File: src/rtl/sram_ctrl_pkg.sv
package sram_ctrl_pkg;

  typedef enum logic [2:0] {
    ST_IDLE,
    ST_WSET,
    ST_WPUL,
    ST_WHLD,
    ST_RACC,
    ST_GAP
  } seq_state_e;

  typedef struct packed {
    logic cs_n;
    logic we_n;
    logic oe_n;
    logic drv;
  } strobe_t;

  // ceiling division of a nanosecond limit by the clock period
  function automatic int unsigned ns2cyc(int unsigned ns, int unsigned clk_ns);
    return (ns + clk_ns - 1) / clk_ns;
  endfunction

  function automatic int unsigned umax(int unsigned a, int unsigned b);
    return (a > b) ? a : b;
  endfunction

  function automatic strobe_t strobe_of(seq_state_e s);
    strobe_t r;
    r = '{cs_n: 1'b1, we_n: 1'b1, oe_n: 1'b1, drv: 1'b0};
    case (s)
      ST_WSET: r.cs_n = 1'b0;
      ST_WPUL: begin r.cs_n = 1'b0; r.we_n = 1'b0; r.drv = 1'b1; end
      ST_WHLD: begin r.cs_n = 1'b0; r.drv = 1'b1; end
      ST_RACC: begin r.cs_n = 1'b0; r.oe_n = 1'b0; end
      default: ;
    endcase
    return r;
  endfunction

endpackage

File: src/rtl/sram_tcount.sv
module sram_tcount #(
  parameter int unsigned CNT_W = 4
) (
  input  logic             clk,
  input  logic             rst,
  input  logic             load,
  input  logic [CNT_W-1:0] load_val,
  output logic             zero
);
  logic [CNT_W-1:0] cnt_q;

  always_ff @(posedge clk) begin
    if (rst)                cnt_q <= '0;
    else if (load)          cnt_q <= load_val;
    else if (cnt_q != '0)   cnt_q <= cnt_q - 1'b1;
  end

  assign zero = (cnt_q == '0);
endmodule

File: src/rtl/sram_seq_fsm.sv
module sram_seq_fsm
  import sram_ctrl_pkg::*;
#(
  parameter int unsigned SETUP_CYC = 1,
  parameter int unsigned WP_CYC    = 6,
  parameter int unsigned WGAP_CYC  = 0,
  parameter int unsigned RA_CYC    = 7,
  parameter int unsigned RGAP_CYC  = 3,
  parameter int unsigned CNT_W     = 4
) (
  input  logic clk,
  input  logic rst,
  input  logic req_valid,
  input  logic req_write,
  output logic req_ready,
  output logic fire,
  output logic capture,
  output logic cs_n,
  output logic we_n,
  output logic oe_n,
  output logic drv
);
  localparam logic [CNT_W-1:0] LD_SETUP = CNT_W'(SETUP_CYC - 1);
  localparam logic [CNT_W-1:0] LD_WP    = CNT_W'(WP_CYC - 1);
  localparam logic [CNT_W-1:0] LD_RA    = CNT_W'(RA_CYC - 1);
  localparam logic [CNT_W-1:0] LD_RGAP  = CNT_W'(RGAP_CYC - 1);
  localparam logic [CNT_W-1:0] LD_WGAP  = CNT_W'((WGAP_CYC > 0) ? WGAP_CYC - 1 : 0);
  localparam bit               HAS_WGAP = (WGAP_CYC > 0);

  seq_state_e       state_q, state_d;
  logic             ld;
  logic [CNT_W-1:0] ld_val;
  logic             cnt_zero;
  strobe_t          pins_q;

  sram_tcount #(.CNT_W(CNT_W)) tcnt_i (
    .clk      (clk),
    .rst      (rst),
    .load     (ld),
    .load_val (ld_val),
    .zero     (cnt_zero)
  );

  assign req_ready = (state_q == ST_IDLE);
  assign fire      = req_valid && req_ready;
  assign capture   = (state_q == ST_RACC) && cnt_zero;

  always_comb begin
    state_d = state_q;
    ld      = 1'b0;
    ld_val  = '0;
    case (state_q)
      ST_IDLE: if (fire) begin
        ld = 1'b1;
        if (req_write) begin state_d = ST_WSET; ld_val = LD_SETUP; end
        else           begin state_d = ST_RACC; ld_val = LD_RA;    end
      end
      ST_WSET: if (cnt_zero) begin
        state_d = ST_WPUL; ld = 1'b1; ld_val = LD_WP;
      end
      ST_WPUL: if (cnt_zero) state_d = ST_WHLD;
      ST_WHLD: begin
        if (HAS_WGAP) begin state_d = ST_GAP; ld = 1'b1; ld_val = LD_WGAP; end
        else          state_d = ST_IDLE;
      end
      ST_RACC: if (cnt_zero) begin
        state_d = ST_GAP; ld = 1'b1; ld_val = LD_RGAP;
      end
      ST_GAP:  if (cnt_zero) state_d = ST_IDLE;
      default: state_d = ST_IDLE;
    endcase
  end

  // strobes are flops fed from the next-state decode: glitch-free pins
  always_ff @(posedge clk) begin
    if (rst) begin
      state_q <= ST_IDLE;
      pins_q  <= strobe_of(ST_IDLE);
    end else begin
      state_q <= state_d;
      pins_q  <= strobe_of(state_d);
    end
  end

  assign cs_n = pins_q.cs_n;
  assign we_n = pins_q.we_n;
  assign oe_n = pins_q.oe_n;
  assign drv  = pins_q.drv;
endmodule

File: src/rtl/sram_dpath.sv
module sram_dpath #(
  parameter int unsigned ADDR_W = 15,
  parameter int unsigned DATA_W = 8
) (
  input  logic              clk,
  input  logic              rst,
  input  logic              fire,
  input  logic              capture,
  input  logic [ADDR_W-1:0] req_addr,
  input  logic [DATA_W-1:0] req_wdata,
  input  logic [DATA_W-1:0] mem_dq_in,
  output logic [ADDR_W-1:0] mem_addr,
  output logic [DATA_W-1:0] mem_dq_out,
  output logic              rsp_valid,
  output logic [DATA_W-1:0] rsp_rdata
);
  always_ff @(posedge clk) begin
    if (rst) begin
      mem_addr   <= '0;
      mem_dq_out <= '0;
      rsp_rdata  <= '0;
      rsp_valid  <= 1'b0;
    end else begin
      rsp_valid <= capture;
      if (fire) begin
        mem_addr   <= req_addr;
        mem_dq_out <= req_wdata;
      end
      if (capture) rsp_rdata <= mem_dq_in;
    end
  end
endmodule

File: src/rtl/sram_strobe_ctrl.sv
module sram_strobe_ctrl
  import sram_ctrl_pkg::*;
#(
  parameter int unsigned ADDR_W     = 15,
  parameter int unsigned DATA_W     = 8,
  parameter int unsigned CLK_NS     = 10,
  parameter int unsigned SETUP_CYC  = 1,
  parameter int unsigned T_WC_NS    = 70,
  parameter int unsigned T_WP_NS    = 50,
  parameter int unsigned T_DS_NS    = 30,
  parameter int unsigned T_AW_NS    = 65,
  parameter int unsigned T_RC_NS    = 70,
  parameter int unsigned T_AA_NS    = 70,
  parameter int unsigned T_OEA_NS   = 35,
  parameter int unsigned T_REL_NS   = 25
) (
  input  logic              clk,
  input  logic              rst,
  input  logic              req_valid,
  output logic              req_ready,
  input  logic              req_write,
  input  logic [ADDR_W-1:0] req_addr,
  input  logic [DATA_W-1:0] req_wdata,
  output logic              rsp_valid,
  output logic [DATA_W-1:0] rsp_rdata,
  output logic [ADDR_W-1:0] mem_addr,
  output logic              mem_cs_n,
  output logic              mem_we_n,
  output logic              mem_oe_n,
  output logic [DATA_W-1:0] mem_dq_out,
  input  logic [DATA_W-1:0] mem_dq_in,
  output logic              mem_dq_oe
);
  localparam int unsigned SETUP_EFF = umax(SETUP_CYC, 1);
  localparam int unsigned AW_CYC    = ns2cyc(T_AW_NS, CLK_NS);
  localparam int unsigned WP_CYC    = umax(umax(ns2cyc(T_WP_NS, CLK_NS), ns2cyc(T_DS_NS, CLK_NS)),
                                           umax((AW_CYC > SETUP_EFF) ? AW_CYC - SETUP_EFF : 1, 1));
  localparam int unsigned WC_CYC    = ns2cyc(T_WC_NS, CLK_NS);
  localparam int unsigned W_USED    = SETUP_EFF + WP_CYC + 2;
  localparam int unsigned WGAP_CYC  = (WC_CYC > W_USED) ? WC_CYC - W_USED : 0;
  localparam int unsigned RA_CYC    = umax(umax(ns2cyc(T_AA_NS, CLK_NS), ns2cyc(T_OEA_NS, CLK_NS)), 1);
  localparam int unsigned RC_CYC    = ns2cyc(T_RC_NS, CLK_NS);
  localparam int unsigned RGAP_CYC  = umax(umax(ns2cyc(T_REL_NS, CLK_NS),
                                           (RC_CYC > RA_CYC + 1) ? RC_CYC - RA_CYC - 1 : 0), 1);
  localparam int unsigned MAX_LD    = umax(umax(WP_CYC, RA_CYC), umax(umax(RGAP_CYC, WGAP_CYC), SETUP_EFF));
  localparam int unsigned CNT_W     = $clog2(MAX_LD + 1);

  logic fire, capture;

  sram_seq_fsm #(
    .SETUP_CYC (SETUP_EFF),
    .WP_CYC    (WP_CYC),
    .WGAP_CYC  (WGAP_CYC),
    .RA_CYC    (RA_CYC),
    .RGAP_CYC  (RGAP_CYC),
    .CNT_W     (CNT_W)
  ) fsm_i (
    .clk       (clk),
    .rst       (rst),
    .req_valid (req_valid),
    .req_write (req_write),
    .req_ready (req_ready),
    .fire      (fire),
    .capture   (capture),
    .cs_n      (mem_cs_n),
    .we_n      (mem_we_n),
    .oe_n      (mem_oe_n),
    .drv       (mem_dq_oe)
  );

  sram_dpath #(.ADDR_W(ADDR_W), .DATA_W(DATA_W)) dp_i (
    .clk        (clk),
    .rst        (rst),
    .fire       (fire),
    .capture    (capture),
    .req_addr   (req_addr),
    .req_wdata  (req_wdata),
    .mem_dq_in  (mem_dq_in),
    .mem_addr   (mem_addr),
    .mem_dq_out (mem_dq_out),
    .rsp_valid  (rsp_valid),
    .rsp_rdata  (rsp_rdata)
  );
endmodule

File: config.mk
export PLATFORM = sky130hd
export DESIGN_NAME = sram_strobe_ctrl
export DESIGN_NICKNAME = d
export VERILOG_FILES = /design/src/rtl/sram_ctrl_pkg.sv /design/src/rtl/sram_tcount.sv /design/src/rtl/sram_seq_fsm.sv /design/src/rtl/sram_dpath.sv /design/src/rtl/sram_strobe_ctrl.sv
export SDC_FILE = /design/constraint.sdc
export NUM_CORES = 1
export LEC_CHECK = 0
export ABC_AREA = 1
export BUFFER_PORTS_ARGS = -buffer_cell sky130_fd_sc_hd__buf_4
export CORE_AREA = 3 3 74 59
export DETAILED_ROUTE_END_ITERATION = 10
export DIE_AREA = 0 0 77 62
export PLACE_DENSITY = 0.82
export SYNTH_ARGS = -nofsm -noshare
export SYNTH_HDL_FRONTEND = slang
export SYNTH_SLANG_ARGS = --single-unit
File: constraint.sdc
create_clock -name clk -period 1.63 [get_ports clk]
set_clock_uncertainty 0.1 [all_clocks]
set_input_delay 0.326 -clock clk [delete_from_list [all_inputs] [get_ports clk]]
set_output_delay 0.326 -clock clk [all_outputs]
set_load 0.02 [all_outputs]
# ---- After elaboration in Yosys (flattened, before gate mapping)
# Index checks and enable logic that the tools add are counted.
dict set report op_classes {
  n_addsub 1
  eq_ne 8
  n_mux 21
  n_reduce_logical 9
}
# op count
set op_table {}
lappend op_table {{two-way mux 3 bit} 11}
lappend op_table {{one-hot mux 3 bit (5 select lines)} 1}
lappend op_table {{equality test 3 x 2 -> 1 bit (second input constant)} 3}
lappend op_table {{equality test 3 bit (second input constant)} 3}
lappend op_table {{one-hot mux 3 bit (3 select lines)} 1}
lappend op_table {{equality test 3 x 1 -> 1 bit (second input constant)} 2}
lappend op_table {{zero test 3 bit} 2}
lappend op_table {{two-way mux 1 bit} 6}
lappend op_table {{OR reduction 2 bit} 2}
lappend op_table {{OR reduction 4 bit} 1}
lappend op_table {{nonzero test 3 bit} 1}
lappend op_table {{subtractor 3 x 1 -> 3 bit (second input constant)} 1}
lappend op_table {{logical AND 1 bit} 2}
lappend op_table {{two-way mux 2 bit} 1}
lappend op_table {{one-hot mux 1 bit (2 select lines)} 1}
lappend op_table {{nonzero test 2 bit} 1}
dict set report totals {
  reg_bits 42
  inputBits 35
  elab_cells 49
}

# ---- Depth between registers and ports, before layout
# Gate-level depths: netlist of run 1.
dict set report logic_depth {
  ltp_word 7
  ltp_mapped 10
  mapped_depth_nobuf 10
}

# ---- Hierarchy
# A second synthesis of run 1 with hierarchy kept.
dict set report hier_totals {
  cells_unflattened 282
  area_unflattened_um2 1895.6
}
# mod n_inst cells_each area_each_um2
set modules_own_cells {}
lappend modules_own_cells {sram_dpath 1 200 1327.5}
lappend modules_own_cells {sram_seq_fsm 1 54 369.1}
lappend modules_own_cells {sram_tcount 1 28 198.9}

# ---- Worst setup path after synthesis of run 1
# No wires, ideal clock.
dict set report synth_timing {
  kind {reg-to-reg}
  start {register fsm_i.tcnt_i.cnt_q[0]}
  end {register fsm_i.pins_q (netlist bit fsm_i.cs_n)}
  setup_time_ns 0.120
  t_arrival_ns 1.128
  path_slack_ns 0.282
  path_stages_with_launch 11
  path_cell_list {dfxtp_1 -> inv_1 -> ha_1 -> nand2_4 -> inv_2 -> nand2_1 -> nand2_1 -> nor2_1 -> nor2_2 -> nand3_1 -> nand2_1}
}
dict set report synth_between {
  elab_chain_cells 6
  word_cells_on_any_way 12
}
# item line
set synth_rtl {}
lappend synth_rtl {{start, declared} sram_tcount.sv:10} ;# logic [CNT_W-1:0] cnt_q;
lappend synth_rtl {{start signal, assigned} sram_tcount.sv:14} ;# else if (load) cnt_q <= load_val;
lappend synth_rtl {{start signal, assigned} sram_tcount.sv:15} ;# else if (cnt_q != '0) cnt_q <= cnt_q - 1'b1;
lappend synth_rtl {{zero test 3 bit *} sram_tcount.sv:18} ;# assign zero = (cnt_q == '0);
lappend synth_rtl {{two-way mux 3 bit (on tied branches)} n/a}
lappend synth_rtl {{one-hot mux 3 bit (5 select lines) *} sram_seq_fsm.sv:52} ;# case (state_q)
lappend synth_rtl {{equality test 3 x 1 -> 1 bit (tied with other cells)} sram_ctrl_pkg.sv:31} ;# case (s)
lappend synth_rtl {{OR reduction 4 bit (no source line) *} n/a}
lappend synth_rtl {{two-way mux 1 bit *} sram_ctrl_pkg.sv:31}
lappend synth_rtl {{end signal, assigned} sram_seq_fsm.sv:78} ;# pins_q <= strobe_of(ST_IDLE);
lappend synth_rtl {{end signal, assigned} sram_seq_fsm.sv:81} ;# pins_q <= strobe_of(state_d);
lappend synth_rtl {{end, declared} sram_seq_fsm.sv:34} ;# strobe_t pins_q;
# Mark *: on every way between the ends. The rest lies on a longest branch, timed or not.
# A chain may end at the register's enable or synchronous reset.

# ---- Final worst setup path of run 1
dict set report layout_timing {
  start {register fsm_i.state_q[2]}
  end {output req_ready}
}
dict set report layout_between {
  elab_chain_cells 1
}
# item line
set layout_rtl {}
lappend layout_rtl {{start, declared} sram_seq_fsm.sv:30} ;# seq_state_e state_q, state_d;
lappend layout_rtl {{start signal, assigned} sram_seq_fsm.sv:80} ;# state_q <= state_d;
lappend layout_rtl {{zero test 3 bit} sram_seq_fsm.sv:44} ;# assign req_ready = (state_q == ST_IDLE);
lappend layout_rtl {{end, declared} sram_strobe_ctrl.sv:20} ;# output logic req_ready,
# Every way passes these cells.

==> results.ini, run 1 <==
[place]
dpl_worst_slack_ps=147
detailed_place.area_sq_mm=0.00224
post-dp-hpwl_microns=3020
portBuffers=71
place_inst=330
gp_congestion=0.821

[floorplanning]
fp.dieArea_sq_mm=0.00477
dieHeight_microns=62
start_util=0.473
io_pins=72
die_w_microns=77
core_area_sq_mm=0.00364
rows=19

[synth]
synth_area_sq_mm=0.00172
syn_area_per_cell_sq_um=8.00
seq_area_frac_synth=0.489
ys_warn_count=0
synth-seq-cells=42
synthesis.nets=252
synth_flop_cell=dfxtp_1
ys_types=25
synth-edff-count=0
syn_inst=215
synthArstFlopShare=0

[worst_setup_path]
cp_data_arrival_time_ps=1120
crit_fanout=5
timing.rr.start=fsm_i.tcnt_i.cnt_q[0]
crit_path_start_kind=flop
crit_required_ps=1200
startpoint=fsm_i.state_q[2]
critPathCaptureType=primary output
path_class=flop to primary output

[clock_tree]
cts_root_buffer=clkbuf_8
cts-buffers-inserted=5
path_clk_slew_ps=70
cts_buffer_depth=2
cts.htree.levels=2
tritoncts=built
numClockSinks=42
insertion_delay_ps=290

[global_routing]
antenna_found_initial=0
grt_pass1_wl_microns=6700
track_usage=0.180
grt_max_degree=32
grt_pass1_vias=1515
overflow=0

[drt]
drt-initial-drc-count=66
viasPerCell=4.85
postRouteAntennaNets=0
drc=0
drt_wl_total_microns=4140
wl_per_cell_microns=12.2
num_vias=1645
dr.pass1.iters=4

[timing]
slew-limit-headroom=0.773
drv_slew=0
final.period_utilization=0.951
fmax_mhz=645
setup_slack_ps=80.1
setup_viol=0
finalSetupTns_ps=0
worst_pin_slew_ps=341
hold-worst-slack_ps=163
finalHoldViolCount=0
rsz0062_at_grt=no
fin_crit_ps=1550

[layout]
num_antenna_cells=0
fin_cells=339
areaGrowthSynthToFinish_pct=37.5
final_area_sq_mm=0.00236
ff_latch_area_sq_um=846
drive_gt1_frac=0.352
final_util=0.650
multi_input_area_sq_um=717
final_common_cell=buf_4
final_nets=325
fill_cells=326
layout_common_cells=buf_4 (78), dfxtp_1 (40), nand2_1 (38)

[min_path]
worst_hold_path_type=primary input to flop
min_from=mem_dq_in[4]

[pwr]
power.density_mw_per_mm2=1550
power_mw=3.66
p_leak_nw=1.10
peakVddDrop_mv=0.841

[status]
status=finished clean

[run]
cap_violations=0

==> synth_stat cells (all sizes together), types with 2 or more instances <==
cell type,number,share of area
dfxtp,42,0.49
nand2,41,0.097
nand3,31,0.099
nor2,28,0.073
a21oi,27,0.079
inv,16,0.036
o21ai,9,0.026
buf,8,0.039
clkbuf,4,0.020
nand4,3,0.011
ha,2,0.015
==> cells by family after synthesis <==
group / Yosys count / synth area share
XOR/XNOR: 1 / 0.00510
AO/OA/AOI/OAI: 37 / 0.109
AND/OR/NAND/NOR: 105 / 0.286
buffers and inverters: 28 / 0.0961
adder cells (fa/ha/maj): 2 / 0.0146
flip-flops: 42 / 0.489
==> state kept, by name, indices dropped and copies added (netlist names) <==
register            cells
dp_i.rsp_valid          1
fsm_i.oe_n              1
fsm_i.drv               1
fsm_i.we_n              1
fsm_i.cs_n              1
dp_i.rsp_rdata          8
dp_i.mem_addr          15
fsm_i.tcnt_i.cnt_q      3
dp_i.mem_dq_out         8
fsm_i.state_q           3
==> final timing paths <==
| kind | slack (ps) | end | cells past startpoint |
|---|---|---|---|
| worst min-delay path | 160 | dp_i.rsp_rdata[4] | 3 |
| worst max-delay path | 80 | req_ready | 4 |
| worst max register to register | 160 | fsm_i.cs_n | 10 |
| worst min register to register | 360 | dp_i.mem_addr[4] | 2 |
==> layout make-up <==
type | count | share of cell area
multi-input combinational | 145 | 0.303
clock buffer | 6 | 0.0349
tap | 52 | 0.0275
timing repair buffer | 78 | 0.248
inverter | 16 | 0.0286
sequential | 42 | 0.358
==> critical path, cell delays in order, from the launching register on <==
cell and delay (ps):
dfxtp_1 430, nor2_2 80, nand2_2 100, clkinv_4 70, buf_4 160
==> timing repair <==
action,in CTS,in global routing
endpoints found under the hold margin,0,0
hold buffers,0,0
setup buffers,1,2
pin swaps,1,1
setup endpoints to repair,1,3
gates resized for setup,2,5
==> per-layer routing <==
layer / up-vias / wire [microns] / track usage
li1: 853 / - / -
met2: 62 / 1750 / 0.277
met1: 722 / 1930 / 0.224
met4: 0 / 63 / 0.0711
met3: 8 / 396 / 0.0836
met5: - / 0 / 0
==> power by group <==
group / total [mW] / internal, mW / switching, mW
sequential: 1.37 / 1.24 / 0.126
combinational: 1.66 / 0.663 / 0.993
clock: 0.640 / 0.326 / 0.314
Note: power is estimated with default switching activity, not from simulation.
==> run 2, diff against run 1 <==
Settings changed: RECOVER_POWER from default to 50.
==> run 2 against run 1 <==
Against the previous run:
- count of clock-buffer cells in the layout unchanged
- routed wire length is 0.29% lower
- critical path depth unchanged
- combinational power down 8%
- critical endpoint unchanged
- fmax increased by 0.54%
- first-iteration DRC count down 17%
- sequential share of layout area grew 2.2 points
==> results.ini, run 2 (synthesis gave the netlist of run 1 again) <==
[status]
status=finished clean

[global_routing]
overflow=0
antenna_found_initial=0
grt_pass1_vias=1515
grt_pass1_wl_microns=6700
grt_max_degree=32
track_usage=0.180

[worst_setup_path]
path_cells=nor2_2 -> nand2_2 -> clkinv_4 -> buf_4
crit_required_ps=1200
timing.rr.start=fsm_i.tcnt_i.cnt_q[0]
crit_path_start_kind=flop
slowest_stage=dfxtp_1
reg2reg_slack_ps=160
path_class=flop to primary output
cp_data_arrival_time_ps=1120
crit_fanout=5
startpoint=fsm_i.state_q[2]
critPathCaptureType=primary output
cp_slowest_stage_delay_ps=430

[layout]
regMostFlops=dp_i.mem_addr
reg.largest.list=dp_i.mem_addr (15), dp_i.mem_dq_out (8), dp_i.rsp_rdata (8)
final_nets=325
final_common_cell=buf_4
largest_reg_flops=15
num_antenna_cells=0
drive_gt1_frac=0.226
areaGrowthSynthToFinish_pct=29.5
layout_common_cells=buf_4 (41), dfxtp_1 (40), nand2_1 (38)
fin_cells=339

[timing]
rsz0062_at_grt=no
setup_viol=0
finalHoldViolCount=0
finalSetupTns_ps=0
final.period_utilization=0.946
hold-worst-slack_ps=163
fin_crit_ps=1540
worst_pin_slew_ps=350
slew-limit-headroom=0.767
drv_slew=0
fmax_mhz=649

[floorplanning]
fp.dieArea_sq_mm=0.00477
dieHeight_microns=62
start_util=0.473
core_area_sq_mm=0.00364
rows=19
die_w_microns=77
io_pins=72

[clock_tree]
insertion_delay_ps=290
cts.htree.levels=2
numClockSinks=42
cts-buffers-inserted=5
cts_root_buffer=clkbuf_8
path_clk_slew_ps=70
tritoncts=built
cts_buffer_depth=2

[drt]
wl_per_cell_microns=12.2
viasPerCell=4.84
drc=0
postRouteAntennaNets=0
drt_wl_total_microns=4130
drt-initial-drc-count=55
dr.pass1.iters=4
num_vias=1642

[place]
post-dp-hpwl_microns=3020
portBuffers=71
place_inst=330
gp_congestion=0.821

[pwr]
peakVddDrop_mv=0.817
power.density_mw_per_mm2=1580
p_leak_nw=0.952

[min_path]
min_from=mem_dq_in[4]
worst_hold_path_type=primary input to flop

[run]
cap_violations=0

==> run 2: changes by cell type in the layout (fill, tap and decap cells not counted), sizes merged <==
cell    change
buf        -37
clkbuf     +37
==> run 2: final timing paths <==
check | endpoint | depth (start not counted)
worst max register to register | fsm_i.cs_n | 10
worst min register to register | dp_i.mem_addr[4] | 2
worst max-delay path | req_ready | 4
worst min-delay path | dp_i.rsp_rdata[4] | 3
==> run 2: power by group <==
part / leakage [nW] / switching (mW) / internal [mW] / total (mW)
clock: 0.0431 / 0.315 / 0.326 / 0.642
sequential: 0.345 / 0.121 / 1.24 / 1.36
combinational: 0.564 / 0.993 / 0.528 / 1.52
==> run 2: timing repair <==
item | in CTS | in global routing
setup endpoints to repair | 1 | 3
pin swaps | 1 | 1
gates resized for setup | 2 | 5
setup buffers | 1 | 2
hold buffers | 0 | 0
==> run 2: cell type report <==
cell class                      count  area [sq um]
Tap cell                           52          65.1
Multi-Input combinational cell    145           717
Inverter                           16          67.6
Fill cell                         350          1410
Clock buffer                        6          82.6
Sequential cell                    42           846
Timing Repair Buffer               78           448
==> run 2: layer usage <==
layer  part of all wire  GRT usage  vias up
li1                   -          -      848
met1               0.48      0.224      726
met2               0.42      0.277       62
met3              0.085     0.0836        6
met4              0.011     0.0711        0
met5                  0          0        -
==> run 2: worst max-delay path, delay by kind of cell (launching register included) <==
kind,cells,cell delay (ps)
buf+inv,2,230
flops,1,430
simple gates,2,170
==> run 2: per-stage QoR <==
stage          power, mW  worst slack (ps)  utilization  area [sq um]
2_1_floorplan       2.52               282            -          1720
3_3_place_gp        2.93               204        0.617          2240
3_5_place_dp        2.95               147        0.617          2240
4_1_cts             3.62              3.41        0.643          2340
5_1_grt             3.78              1.90        0.612          2230
6_report            3.53              88.4        0.612          2230
==> run 3, diff against run 2 <==
Settings changed: CORE_AREA 3 3 74 59 to 3 3 93 73, DIE_AREA 0 0 77 62 to 0 0 96 76, PLACE_DENSITY 0.82 to 0.57.
==> run 3 against run 2 <==
Against the previous run:
- via count down 2.3%
- sequential power barely moved
- global-route usage shrank 5.2 points
- highest routed layer unchanged
- cell count rose by 7.7%
- total power increased by 3.6%
- fmax is 0.44% lower
- critical path type unchanged
==> results.ini, run 3 (synthesis gave the netlist of run 1 again) <==
[status]
status=finished clean

[worst_setup_path]
critPathCaptureType=primary output
reg2reg_slack_ps=150
timing.rr.start=fsm_i.tcnt_i.cnt_q[0]
critPathCapture=req_ready
crit_path_start_kind=flop
crit_fanout=11
r2r-end=fsm_i.cs_n
startpoint=fsm_i.state_q[0]
worstRegToRegCells=7
crit_required_ps=1200
cp_data_arrival_time_ps=1120
path_class=flop to primary output

[timing]
final.period_utilization=0.950
worst_pin_slew_ps=392
setup_viol=0
slew-limit-headroom=0.739
fin_crit_ps=1550
finalSetupTns_ps=0
rsz0062_at_grt=no
finalHoldViolCount=0
drv_slew=0
fmax_mhz=646

[drt]
drt_wl_total_microns=4300
postRouteAntennaNets=0
dr.pass1.iters=4
wl_per_cell_microns=11.8
num_vias=1605
drt-initial-drc-count=84
drc=0
viasPerCell=4.40

[pwr]
p_leak_nw=0.954
peakVddDrop_mv=0.589
power.density_mw_per_mm2=1610

[place]
portBuffers=71
post-dp-hpwl_microns=3150
gp_congestion=0.807
detailed_place.area_sq_mm=0.00228

[clock_tree]
cts.htree.levels=2
numClockSinks=42
tritoncts=built
insertion_delay_ps=290
cts_buffer_depth=2
path_clk_slew_ps=80
cts_root_buffer=clkbuf_8
cts-buffers-inserted=5

[layout]
final_nets=323
areaGrowthSynthToFinish_pct=32.0
fill_cells=644
drive_gt1_frac=0.220
num_antenna_cells=0
layout_common_cells=dfxtp_1 (40), buf_4 (40), nand2_1 (38), clkbuf_1 (38), nand3_1 (28)
regMostFlops=dp_i.mem_addr
final_area_sq_mm=0.00227
reg.largest.list=dp_i.mem_addr (15), dp_i.mem_dq_out (8), dp_i.rsp_rdata (8)
largest_reg_flops=15

[floorplanning]
start_util=0.294
core_area_sq_mm=0.00586
io_pins=72
fp.dieArea_sq_mm=0.00730
die_w_microns=96
rows=24
dieHeight_microns=76

[global_routing]
overflow=0
antenna_found_initial=0
track_usage=0.128
grt_max_degree=32
grt_pass1_vias=1561
grt_pass1_wl_microns=7490

[run]
cap_violations=0

[min_path]
worst_hold_path_type=primary input to flop

## run 3: changes by cell type in the layout (fill, tap and decap cells not counted), sizes merged
cell / before / now
buf: 41 / 40
inv: 15 / 16
bufinv: 0 / 1
clkinv: 1 / 0
## run 3: cell type report
| cell class | instances | area, sq um | area share |
|---|---|---|---|
| Clock inverter | 1 | 30.0 | 0.0132 |
| Tap cell | 78 | 97.6 | 0.0430 |
| Timing Repair Buffer | 76 | 435 | 0.192 |
| Inverter | 16 | 67.6 | 0.0298 |
| Sequential cell | 42 | 843 | 0.372 |
| Multi-Input combinational cell | 145 | 718 | 0.317 |
| Clock buffer | 7 | 76.3 | 0.0336 |
## run 3: what timing repair did
item,4_1_cts,5_1_grt
setup buffers,1,0
pin swaps,1,2
gates resized for setup,1,6
hold buffers,0,0
endpoints found under the setup margin,1,10
## run 3: per-stage QoR
step / utilization / instances / hold slack [ps] / setup slack (ps) / power, mW
2_1_floorplan: - / 215 / 361 / 282 / 2.52
3_3_place_gp: 0.389 / 356 / 353 / 199 / 2.97
3_5_place_dp: 0.389 / 356 / 356 / 156 / 2.97
4_1_cts: 0.408 / 365 / 152 / 22.9 / 3.80
5_1_grt: 0.387 / 365 / 146 / 1.72 / 3.96
6_report: 0.387 / 365 / 161 / 81.5 / 3.65
## run 3: worst min-delay path by stage
| stage | slack [ps] | from | cells after the start | to |
|---|---|---|---|---|
| final | 160 | mem_dq_in[3] | 3 | dp_i.rsp_rdata[3] |
| after global routing | 150 | mem_dq_in[0] | 3 | dp_i.rsp_rdata[0] |
| after CTS | 150 | mem_dq_in[4] | 3 | dp_i.rsp_rdata[4] |
| after detailed placement | 360 | dp_i.mem_dq_out[3] | 2 | dp_i.mem_dq_out[3] |
| after global placement | 350 | dp_i.mem_addr[12] | 2 | dp_i.mem_addr[12] |
| after floorplan | 360 | mem_dq_in[0] | 2 | dp_i.rsp_rdata[0] |
## run 3: power by group
group	total [mW]	internal (mW)	switching, mW
sequential	1.36	1.24	0.119
clock	0.800	0.458	0.341
combinational	1.50	0.511	0.985
total	3.65	2.21	1.45
## run 3: critical path, stage by stage (launching register included)
cell,delay [ps]
dfxtp_2,370
nor2_4,120
nand2_2,90
inv_6,100
buf_4,150
## run 3: per-layer routing
metal | GRT usage | up-vias | share of wire
met5 | 0 | - | 0
met4 | 0.0384 | 0 | 0.012
met3 | 0.0434 | 7 | 0.069
met2 | 0.181 | 43 | 0.42
met1 | 0.181 | 707 | 0.49
li1 | - | 848 | -
